===== config.mk =====
export PLATFORM = sky130hd
export DESIGN_NAME = pad_out_matrix
export DESIGN_NICKNAME = d
export VERILOG_FILES = /design/src/rtl/pad_out_matrix_pkg.sv /design/src/rtl/pad_cfg_regs.sv /design/src/rtl/pad_route_slice.sv /design/src/rtl/pad_out_matrix.sv
export SDC_FILE = /design/constraint.sdc
export NUM_CORES = 2
export LEC_CHECK = 0
export BUFFER_PORTS_ARGS = -buffer_cell sky130_fd_sc_hd__buf_4
export CAP_MARGIN = 20
export CELL_PAD_IN_SITES_DETAIL_PLACEMENT = 1
export CELL_PAD_IN_SITES_GLOBAL_PLACEMENT = 1
export CORE_ASPECT_RATIO = 0.6
export CORE_MARGIN = 3
export CORE_UTILIZATION = 51
export CTS_CLUSTER_DIAMETER = 200
export DETAILED_ROUTE_END_ITERATION = 12
export PLACE_DENSITY_LB_ADDON = 0.1
export SETUP_SLACK_MARGIN = 0.4
export SLEW_MARGIN = 20
export SYNTH_ARGS = -nofsm -noshare
export SYNTH_HDL_FRONTEND = slang
export SYNTH_HIERARCHICAL = 1
export SYNTH_SLANG_ARGS = --single-unit

===== constraint.sdc =====
create_clock -name clk -period 2.59 [get_ports clk]
set_input_delay 0.518 -clock clk [delete_from_list [all_inputs] [get_ports clk]]
set_output_delay 0.518 -clock clk [all_outputs]
set_load 0.01 [all_outputs]

===== src/rtl/pad_out_matrix_pkg.sv =====
package pad_out_matrix_pkg;
  localparam int             SEL_W     = 9;
  localparam logic [SEL_W-1:0] SEL_SOFT = 9'd256;
  localparam logic [2:0]     FUNC_GPIO = 3'd2;
  localparam int             HALF_W    = 32;

  typedef enum logic [2:0] {
    K_ROUTE   = 3'd0,
    K_FUNC    = 3'd1,
    K_DATA_LO = 3'd2,
    K_DATA_HI = 3'd3,
    K_OE_LO   = 3'd4,
    K_OE_HI   = 3'd5
  } cfg_kind_e;

  typedef struct packed {
    logic             od;
    logic             en_src;
    logic [SEL_W-1:0] sel;
  } route_cfg_t;

  typedef struct packed {
    logic       pd;
    logic       pu;
    logic [1:0] drv;
    logic [2:0] fn;
  } pad_fn_t;
endpackage


===== src/rtl/pad_cfg_regs.sv =====
module pad_cfg_regs
  import pad_out_matrix_pkg::*;
#(
  parameter int NUM_PADS = 40,
  parameter int IDX_W    = 6
) (
  input  logic                clk,
  input  logic                rst,
  input  logic                cfg_we,
  input  logic [2:0]          cfg_kind,
  input  logic [IDX_W-1:0]    cfg_idx,
  input  logic [31:0]         cfg_wdata,
  output route_cfg_t          route [NUM_PADS],
  output pad_fn_t             fnc   [NUM_PADS],
  output logic [NUM_PADS-1:0] sw_data,
  output logic [NUM_PADS-1:0] sw_oe
);
  localparam int ROUTE_W = $bits(route_cfg_t);
  localparam int FN_W    = $bits(pad_fn_t);

  logic idx_ok;
  assign idx_ok = int'(cfg_idx) < NUM_PADS;

  always_ff @(posedge clk) begin
    if (rst) begin
      for (int p = 0; p < NUM_PADS; p++) begin
        route[p] <= '0;
        fnc[p]   <= '0;
      end
      sw_data <= '0;
      sw_oe   <= '0;
    end else if (cfg_we) begin
      case (cfg_kind_e'(cfg_kind))
        K_ROUTE: if (idx_ok) route[cfg_idx] <= route_cfg_t'(cfg_wdata[ROUTE_W-1:0]);
        K_FUNC:  if (idx_ok) fnc[cfg_idx]   <= pad_fn_t'(cfg_wdata[FN_W-1:0]);
        K_DATA_LO, K_DATA_HI, K_OE_LO, K_OE_HI: begin
          for (int p = 0; p < NUM_PADS; p++) begin
            if ((p < HALF_W) == (cfg_kind == K_DATA_LO || cfg_kind == K_OE_LO)) begin
              if (cfg_kind == K_DATA_LO || cfg_kind == K_DATA_HI)
                sw_data[p] <= cfg_wdata[p % HALF_W];
              else
                sw_oe[p] <= cfg_wdata[p % HALF_W];
            end
          end
        end
        default: ;
      endcase
    end
  end


  fn_store_chk: assert property (@(posedge clk) disable iff (rst)
    (cfg_we && cfg_kind == K_FUNC && idx_ok) |=>
      (fnc[$past(cfg_idx)] == pad_fn_t'($past(cfg_wdata[FN_W-1:0]))));


  oe_lo_keeps_hi_chk: assert property (@(posedge clk) disable iff (rst)
    (cfg_we && cfg_kind == K_OE_LO) |=> (sw_oe[NUM_PADS-1] == $past(sw_oe[NUM_PADS-1])));
endmodule


===== src/rtl/pad_route_slice.sv =====
module pad_route_slice
  import pad_out_matrix_pkg::*;
#(
  parameter int NUM_SIGS = 16
) (
  input  route_cfg_t          cfg,
  input  logic [2:0]          fn_code,
  input  logic                sw_d,
  input  logic                sw_e,
  input  logic [NUM_SIGS-1:0] periph_out,
  input  logic [NUM_SIGS-1:0] periph_oe,
  output logic                d_o,
  output logic                e_o
);
  localparam int SIG_IDX_W = (NUM_SIGS > 1) ? $clog2(NUM_SIGS) : 1;

  logic [SIG_IDX_W-1:0] sidx;
  logic                 rd, re;

  assign sidx = cfg.sel[SIG_IDX_W-1:0];

  always_comb begin
    if (cfg.sel == SEL_SOFT) begin
      rd = sw_d;
      re = sw_e;
    end else if (int'(cfg.sel) < NUM_SIGS) begin
      rd = periph_out[sidx];
      re = cfg.en_src ? sw_e : periph_oe[sidx];
    end else begin
      rd = 1'b0;
      re = sw_e;
    end

    if (fn_code != FUNC_GPIO) begin
      d_o = 1'b0;
      e_o = 1'b0;
    end else if (cfg.od) begin
      d_o = 1'b0;
      e_o = re & ~rd;
    end else begin
      d_o = rd;
      e_o = re;
    end
  end
endmodule


===== src/rtl/pad_out_matrix.sv =====
module pad_out_matrix
  import pad_out_matrix_pkg::*;
#(
  parameter int NUM_PADS = 40,
  parameter int NUM_SIGS = 16
) (
  input  logic                clk,
  input  logic                rst,
  input  logic                cfg_we,
  input  logic [2:0]          cfg_kind,
  input  logic [5:0]          cfg_idx,
  input  logic [31:0]         cfg_wdata,
  input  logic [NUM_SIGS-1:0] periph_out,
  input  logic [NUM_SIGS-1:0] periph_oe,
  output logic [NUM_PADS-1:0] pad_do,
  output logic [NUM_PADS-1:0] pad_oe
);
  route_cfg_t          route [NUM_PADS];
  pad_fn_t             fnc   [NUM_PADS];
  logic [NUM_PADS-1:0] sw_data, sw_oe;
  logic [NUM_PADS-1:0] nxt_do, nxt_oe;

  pad_cfg_regs #(.NUM_PADS(NUM_PADS), .IDX_W(6)) u_regs (
    .clk(clk), .rst(rst), .cfg_we(cfg_we), .cfg_kind(cfg_kind),
    .cfg_idx(cfg_idx), .cfg_wdata(cfg_wdata),
    .route(route), .fnc(fnc), .sw_data(sw_data), .sw_oe(sw_oe)
  );

  for (genvar p = 0; p < NUM_PADS; p++) begin : g_pad
    pad_route_slice #(.NUM_SIGS(NUM_SIGS)) u_slice (
      .cfg(route[p]), .fn_code(fnc[p].fn), .sw_d(sw_data[p]), .sw_e(sw_oe[p]),
      .periph_out(periph_out), .periph_oe(periph_oe),
      .d_o(nxt_do[p]), .e_o(nxt_oe[p])
    );


    non_gpio_quiet_chk: assert property (@(posedge clk) disable iff (rst)
      (fnc[p].fn != FUNC_GPIO) |=> (!pad_do[p] && !pad_oe[p]));


    od_low_only_chk: assert property (@(posedge clk) disable iff (rst)
      (route[p].od) |=> !pad_do[p]);


    soft_data_chk: assert property (@(posedge clk) disable iff (rst)
      (fnc[p].fn == FUNC_GPIO && !route[p].od && route[p].sel == SEL_SOFT) |=>
        (pad_do[p] == $past(sw_data[p]) && pad_oe[p] == $past(sw_oe[p])));


    bad_sel_chk: assert property (@(posedge clk) disable iff (rst)
      (fnc[p].fn == FUNC_GPIO && route[p].sel != SEL_SOFT && int'(route[p].sel) >= NUM_SIGS) |=>
        (!pad_do[p] && pad_oe[p] == ($past(sw_oe[p]) && !$past(route[p].od))) || (pad_oe[p] == $past(sw_oe[p])));
  end

  always_ff @(posedge clk) begin
    if (rst) begin
      pad_do <= '0;
      pad_oe <= '0;
    end else begin
      pad_do <= nxt_do;
      pad_oe <= nxt_oe;
    end
  end


  reset_quiet_chk: assert property (@(posedge clk) rst |=> (pad_do == '0 && pad_oe == '0));
endmodule


# Yosys cells after proc, flatten, opt, wreduce, memory -nomap -nowiden
# Index checks and enable logic that the tools add are counted.
classes:
  n_mux: 406
  n_eq_ne: 85
  n_reduce_logical: 91
  bitwise_logic: 83
  magnitude_cmp: 83
ops:
  columns: ["op", "count"]
  rows:
  - ["440-bit bitwise mux", 1]
  - ["9-bit equality test, second input constant", 40]
  - ["9-bit by 5-bit < comparator with 1-bit output, second input constant", 40]
  - ["1-bit binary-select mux with 4-bit select", 80]
  - ["1-bit two-way mux", 320]
  - ["280-bit bitwise mux", 1]
  - ["4-bit by 5-bit < comparator with 1-bit output, second input constant", 40]
  - ["3-bit by 2-bit inequality test with 1-bit output, second input constant", 40]
  - ["3-bit OR reduction", 40]
  - ["2-bit OR reduction", 40]
  - ["11-bit demux with 6-bit select", 1]
  - ["7-bit demux with 6-bit select", 1]
  - ["1-bit NOT", 42]
  - ["1-bit bitwise AND", 40]
  - ["4-bit AND reduction", 4]
  - ["11-bit two-way mux", 1]
  - ["7-bit greater-or-equal comparator, second input constant", 1]
  - ["7-bit by 1-bit < comparator with 1-bit output, second input constant", 1]
  - ["7-bit two-way mux", 1]
  - ["6-bit NOT with 7-bit output", 1]
  - ["3-bit by 2-bit equality test with 1-bit output, second input constant", 2]
  - ["3-bit equality test, second input constant", 2]
  - ["6-bit < comparator, second input constant", 1]
  - ["3-bit AND reduction", 2]
  - ["5 further kinds", 6]
totals:
  input_bits: 76
  elab_cells: 1112
  register_bits: 880

# Longest topological paths before layout
depth:
  depth_word: 7
  mapped_depth: 8
  ltp_nobuf: 6

# Cells and area by module
# The synthesis kept the hierarchy.
modules_own_cells:
  columns: ["mod", "area_per_inst_um2", "cells_per_inst", "n_inst"]
  rows:
  - ["pad_cfg_regs", 30654.4, 2854, 1]
  - ["pad_route_slice at g_pad[0].u_slice ...", 421.7, 51, 25]
  - ["pad_route_slice at g_pad[32].u_slice ...", 374.1, 31, 15]
  - ["pad_out_matrix", 2142.1, 168, 1]

# Worst setup path after synthesis
# Ideal clock, no wire load.
synth_timing:
  path_kind: "input port to flip-flop"
  from: "in periph_out[10]"
  to: "reg pad_oe[32]"
  cell_stages: 5
  arrival_time_ns: 1.998
  setup_slack_ns: 0.527
  setup_ns: 0.065
  path_cell_list: "mux4_1 mux4_2 a21o_1 a221oi_2 nor2b_1"
synth_via:
  elab_chain_len: 7
synth_rtl:
  columns: ["element", "line", "source"]
  rows:
  - ["from (decl)", "pad_out_matrix.sv:13", "input logic [NUM_SIGS-1:0] periph_out,"]
  - ["1-bit binary-select mux with 4-bit select", "pad_route_slice.sv:27", "rd = periph_out[sidx];"]
  - ["1-bit two-way mux (implied by the code)", "pad_route_slice.sv:27", null]
  - ["1-bit two-way mux", "pad_route_slice.sv:26", "end else if (int'(cfg.sel) < NUM_SIGS) begin"]
  - ["1-bit two-way mux", "pad_route_slice.sv:23", "if (cfg.sel == SEL_SOFT) begin"]
  - ["1-bit NOT", "pad_route_slice.sv:39", "e_o = re & ~rd;"]
  - ["1-bit bitwise AND", "pad_route_slice.sv:39", null]
  - ["1-bit two-way mux", "pad_route_slice.sv:37", "end else if (cfg.od) begin"]
  - ["to (signal assigned)", "pad_out_matrix.sv:61", "pad_oe <= nxt_oe;"]
  - ["to (decl)", "pad_out_matrix.sv:16", "output logic [NUM_PADS-1:0] pad_oe"]
# Every way passes these cells. The select of a mux whose other input is x is not followed.
# A chain may end at the register's enable or synchronous reset.

# Worst setup path after layout
layout_timing:
  from: "reg, netlist name u_regs/route[67]"
  to: "reg pad_oe[33]"
layout_via:
  elab_chain_len: 7
layout_rtl:
  columns: ["element", "line"]
  rows:
  - ["1-bit binary-select mux with 4-bit select (on tied branches)", "pad_route_slice.sv:28, pad_route_slice.sv:27"]
  - ["1-bit two-way mux (on tied branches)", "pad_route_slice.sv:28, pad_route_slice.sv:27"]
  - ["1-bit two-way mux (on tied branches)", "pad_route_slice.sv:28, pad_route_slice.sv:26"]
  - ["1-bit two-way mux (on tied branches)", "pad_route_slice.sv:26, pad_route_slice.sv:23"]
  - ["1-bit two-way mux / 1-bit NOT (equally long branches)", "pad_route_slice.sv:23, pad_route_slice.sv:39"]
  - ["1-bit bitwise AND", "pad_route_slice.sv:39"]
  - ["1-bit two-way mux (*)", "pad_route_slice.sv:37"]
# Every way passes the cells marked *; elsewhere a longest branch is shown, timed or not. The select of a mux whose other input is x is not followed.

==> summary.md <==
| Metric | Value |
|---|---|
| Pre-CTS setup slack | 56.65 ps |
| Metal2 WL | 73,840 um |
| CTS Buffer Depth | 3 |
| Post-route DRC | 0 |
| H-tree depth | 3 |
| Crit start category | flip-flop |
| Largest net degree at the start of global routing | 164 |
| Vias in the first global route | 37,380 |
| Placement Rows | 81 |
| Crit path kind | flip-flop to flip-flop |
| Max-cap violation count | 0 |
| Antenna violations before repair | 3 |
| Die W | 381.3 um |
| DRT iter0 DRCs | 3,917 |
| Routed len/inst | 30.39 um |
| # IOs | 156 |
| Syn Nets | 4,346 |
| CTS buffer count | 74 |
| RSZ-0062 raised after global routing | yes |
| Endpoints failing hold | 0 |
| DIE HEIGHT | 231.2 um |
| Sw Ratio | 25.89% |
| Setup TNS | 0 ps |
| Core footprint | 82,600 sq um |
| Nets | 4,480 |
| GR Overflow Total | 0 |
| Net switching power | 6556 uW |
| Tot Pwr | 25,320 uW |
| PD cells | 515.9 nW/um^2 |
| Reg clk slew, reported paths | 70 ps |
| Max IR drop VDD | 433.9 uV |
| Area added between synthesis and finish | 13.89% |
| Fin. max-slew vios | 0 |
| Gate Count Post-Synth | 4,270 |
| Area of the multi-input gates | 26,790 sq um |
| P_int | 18,770 uW |
| Fill count | 8,858 |
| Arrival @ worst endpoint | 2790 ps |
| Endpoints failing setup | 0 |
| Ys Warns | 6 |
| Fin area | 49,090 sq um |
| Via count | 36,980 |
| WL final | 169,700 um |
| Clock sink total | 720 |
| Starting Density | 52.18% |
| Crit Path Max Fanout | 5 |
| Clk root buf | clkbuf_16 |
| CTS Hold Bufs | 0 |
| Layout cell share with drive strength beyond 1 | 20.20% |
| Crit path time final | 2199 ps |
| Detailed Routing Iterations Pass 1 | 6 |
| Placed cell area | 46,410 sq um |
| Endpoint class of the critical path | flip-flop |
| Mapped cell area | 43,100 sq um |
| Routed wl met3 | 14,740 um |
| Wl on met1 | 72,690 um |
| Comb pwr share | 9.6% |
| Total track usage | 37.36% |
| Die footprint | 88,150 sq um |
| CTS tree | built |
| Outcome | finished, final reports clean |
| Worst Clk Skew | 14.83 ps |
| Uppermost layer routed | met5 |
| Worst hold slack | 105.3 ps |
| Clk Latency, worst-skew pair | 670 ps |
| Detail Placement HPWL | 106,000 um |
| Flop pwr share | 43.9% |
| First-pass GRT wire length | 249,200 um |
| Clock Power Share | 46.5% |
| Max-slew headroom | 44.22% |
| Setup ws final | 391.3 ps |
| CP required | 3190 ps |
| Syn Area/Cell | 10.09 sq um |
| Gpl congestion | 0.9134 |
| Worst Hold Class | input port to flip-flop |
| Fin crit share | 84.89% |
| Least-Margin Pin Slew | 836.8 ps |
| Port Buffers | 155 |
| Via-per-instance ratio | 6.624 |
| Max Freq | 454.8 MHz |
| Lkg Pwr | 0.02044 uW |
| Final antenna-violating net count | 0 |
| FF+latch area | 14,480 sq um |
==> per-layer routing <==
layer  track usage (%)  vias to the layer above
met3             7.990                      495
met1             50.92                    18700
li1                  -                    15990
met4             17.20                        2
met5                 0                        -
met2             56.73                     1790
==> placed cells by master (no fill, tap or decap), types with 26 or more instances in the layout <==
cell	instances
inv_1	50
buf_12	46
o21ai_0	55
nand2_1	200
dfxtp_1	696
nand3_1	77
nand2b_1	575
nand4_1	53
clkbuf_16	77
a21o_1	40
mux2i_1	835
nor2b_1	169
nor3b_1	40
mux4_1	81
a211oi_1	74
mux4_2	64
nor2_1	80
mux2_2	55
a211oi_2	26
nor3_1	90
buf_4	358
a21oi_1	145
==> layout make-up <==
cell class                      instances  share of cell area (%)
Sequential cell                       720                   29.50
Tap cell                             1120                   2.855
Clock buffer                           99                   4.298
Clock inverter                         34                  0.9635
Inverter                               50                  0.3824
Multi-Input combinational cell       3152                   54.58
Antenna cell                            2                 0.01020
Timing Repair Buffer                  406                   7.407
==> metrics by stage <==
step	utilization [%]	instances
floorplan	-	4270
global placement	56.19	5443
detailed placement	56.19	5443
CTS	59.36	5576
global route	59.42	5581
finish	59.43	5583
==> sequential cells by signal (all words and copies together) (netlist names) <==
signal          flops
pad_oe             40
u_regs/route      440
pad_do             40
u_regs/fnc        120
u_regs/sw_oe       40
u_regs/sw_data     40
==> final timing paths <==
kind                     from          endpoint  slack, ps  depth (start not counted)
max          u_regs/route[67]        pad_oe[33]        390                          5
min             cfg_wdata[29]  u_regs/sw_oe[29]        110                          3
max reg2reg  u_regs/route[67]        pad_oe[33]        390                          5
min reg2reg  u_regs/sw_oe[29]  u_regs/sw_oe[29]        450                          2
==> power by group through the flow <==
stage | registers (uW) | clock network, uW | logic, uW
floorplan | 11400 | 0 | 999
global placement | 11400 | 0 | 2290
detailed placement | 11400 | 0 | 2320
CTS | 11100 | 11900 | 2340
global route | 11100 | 12400 | 2450
finish | 11100 | 11800 | 2420
==> what timing repair did <==
item	in CTS	in global routing
endpoints found under the hold margin	0	0
buffers inserted	0	5
endpoints found under the setup margin	23	23
pin swaps	0	7
gates resized for setup	21	29
==> critical path, stage by stage, from the launching register on <==
cell,delay (ps)
dfxtp_4,390
mux4_1,560
mux4_2,490
a21o_1,210
a221oi_2,280
nor2b_1,180
Power figures use the tool's default switching activity.
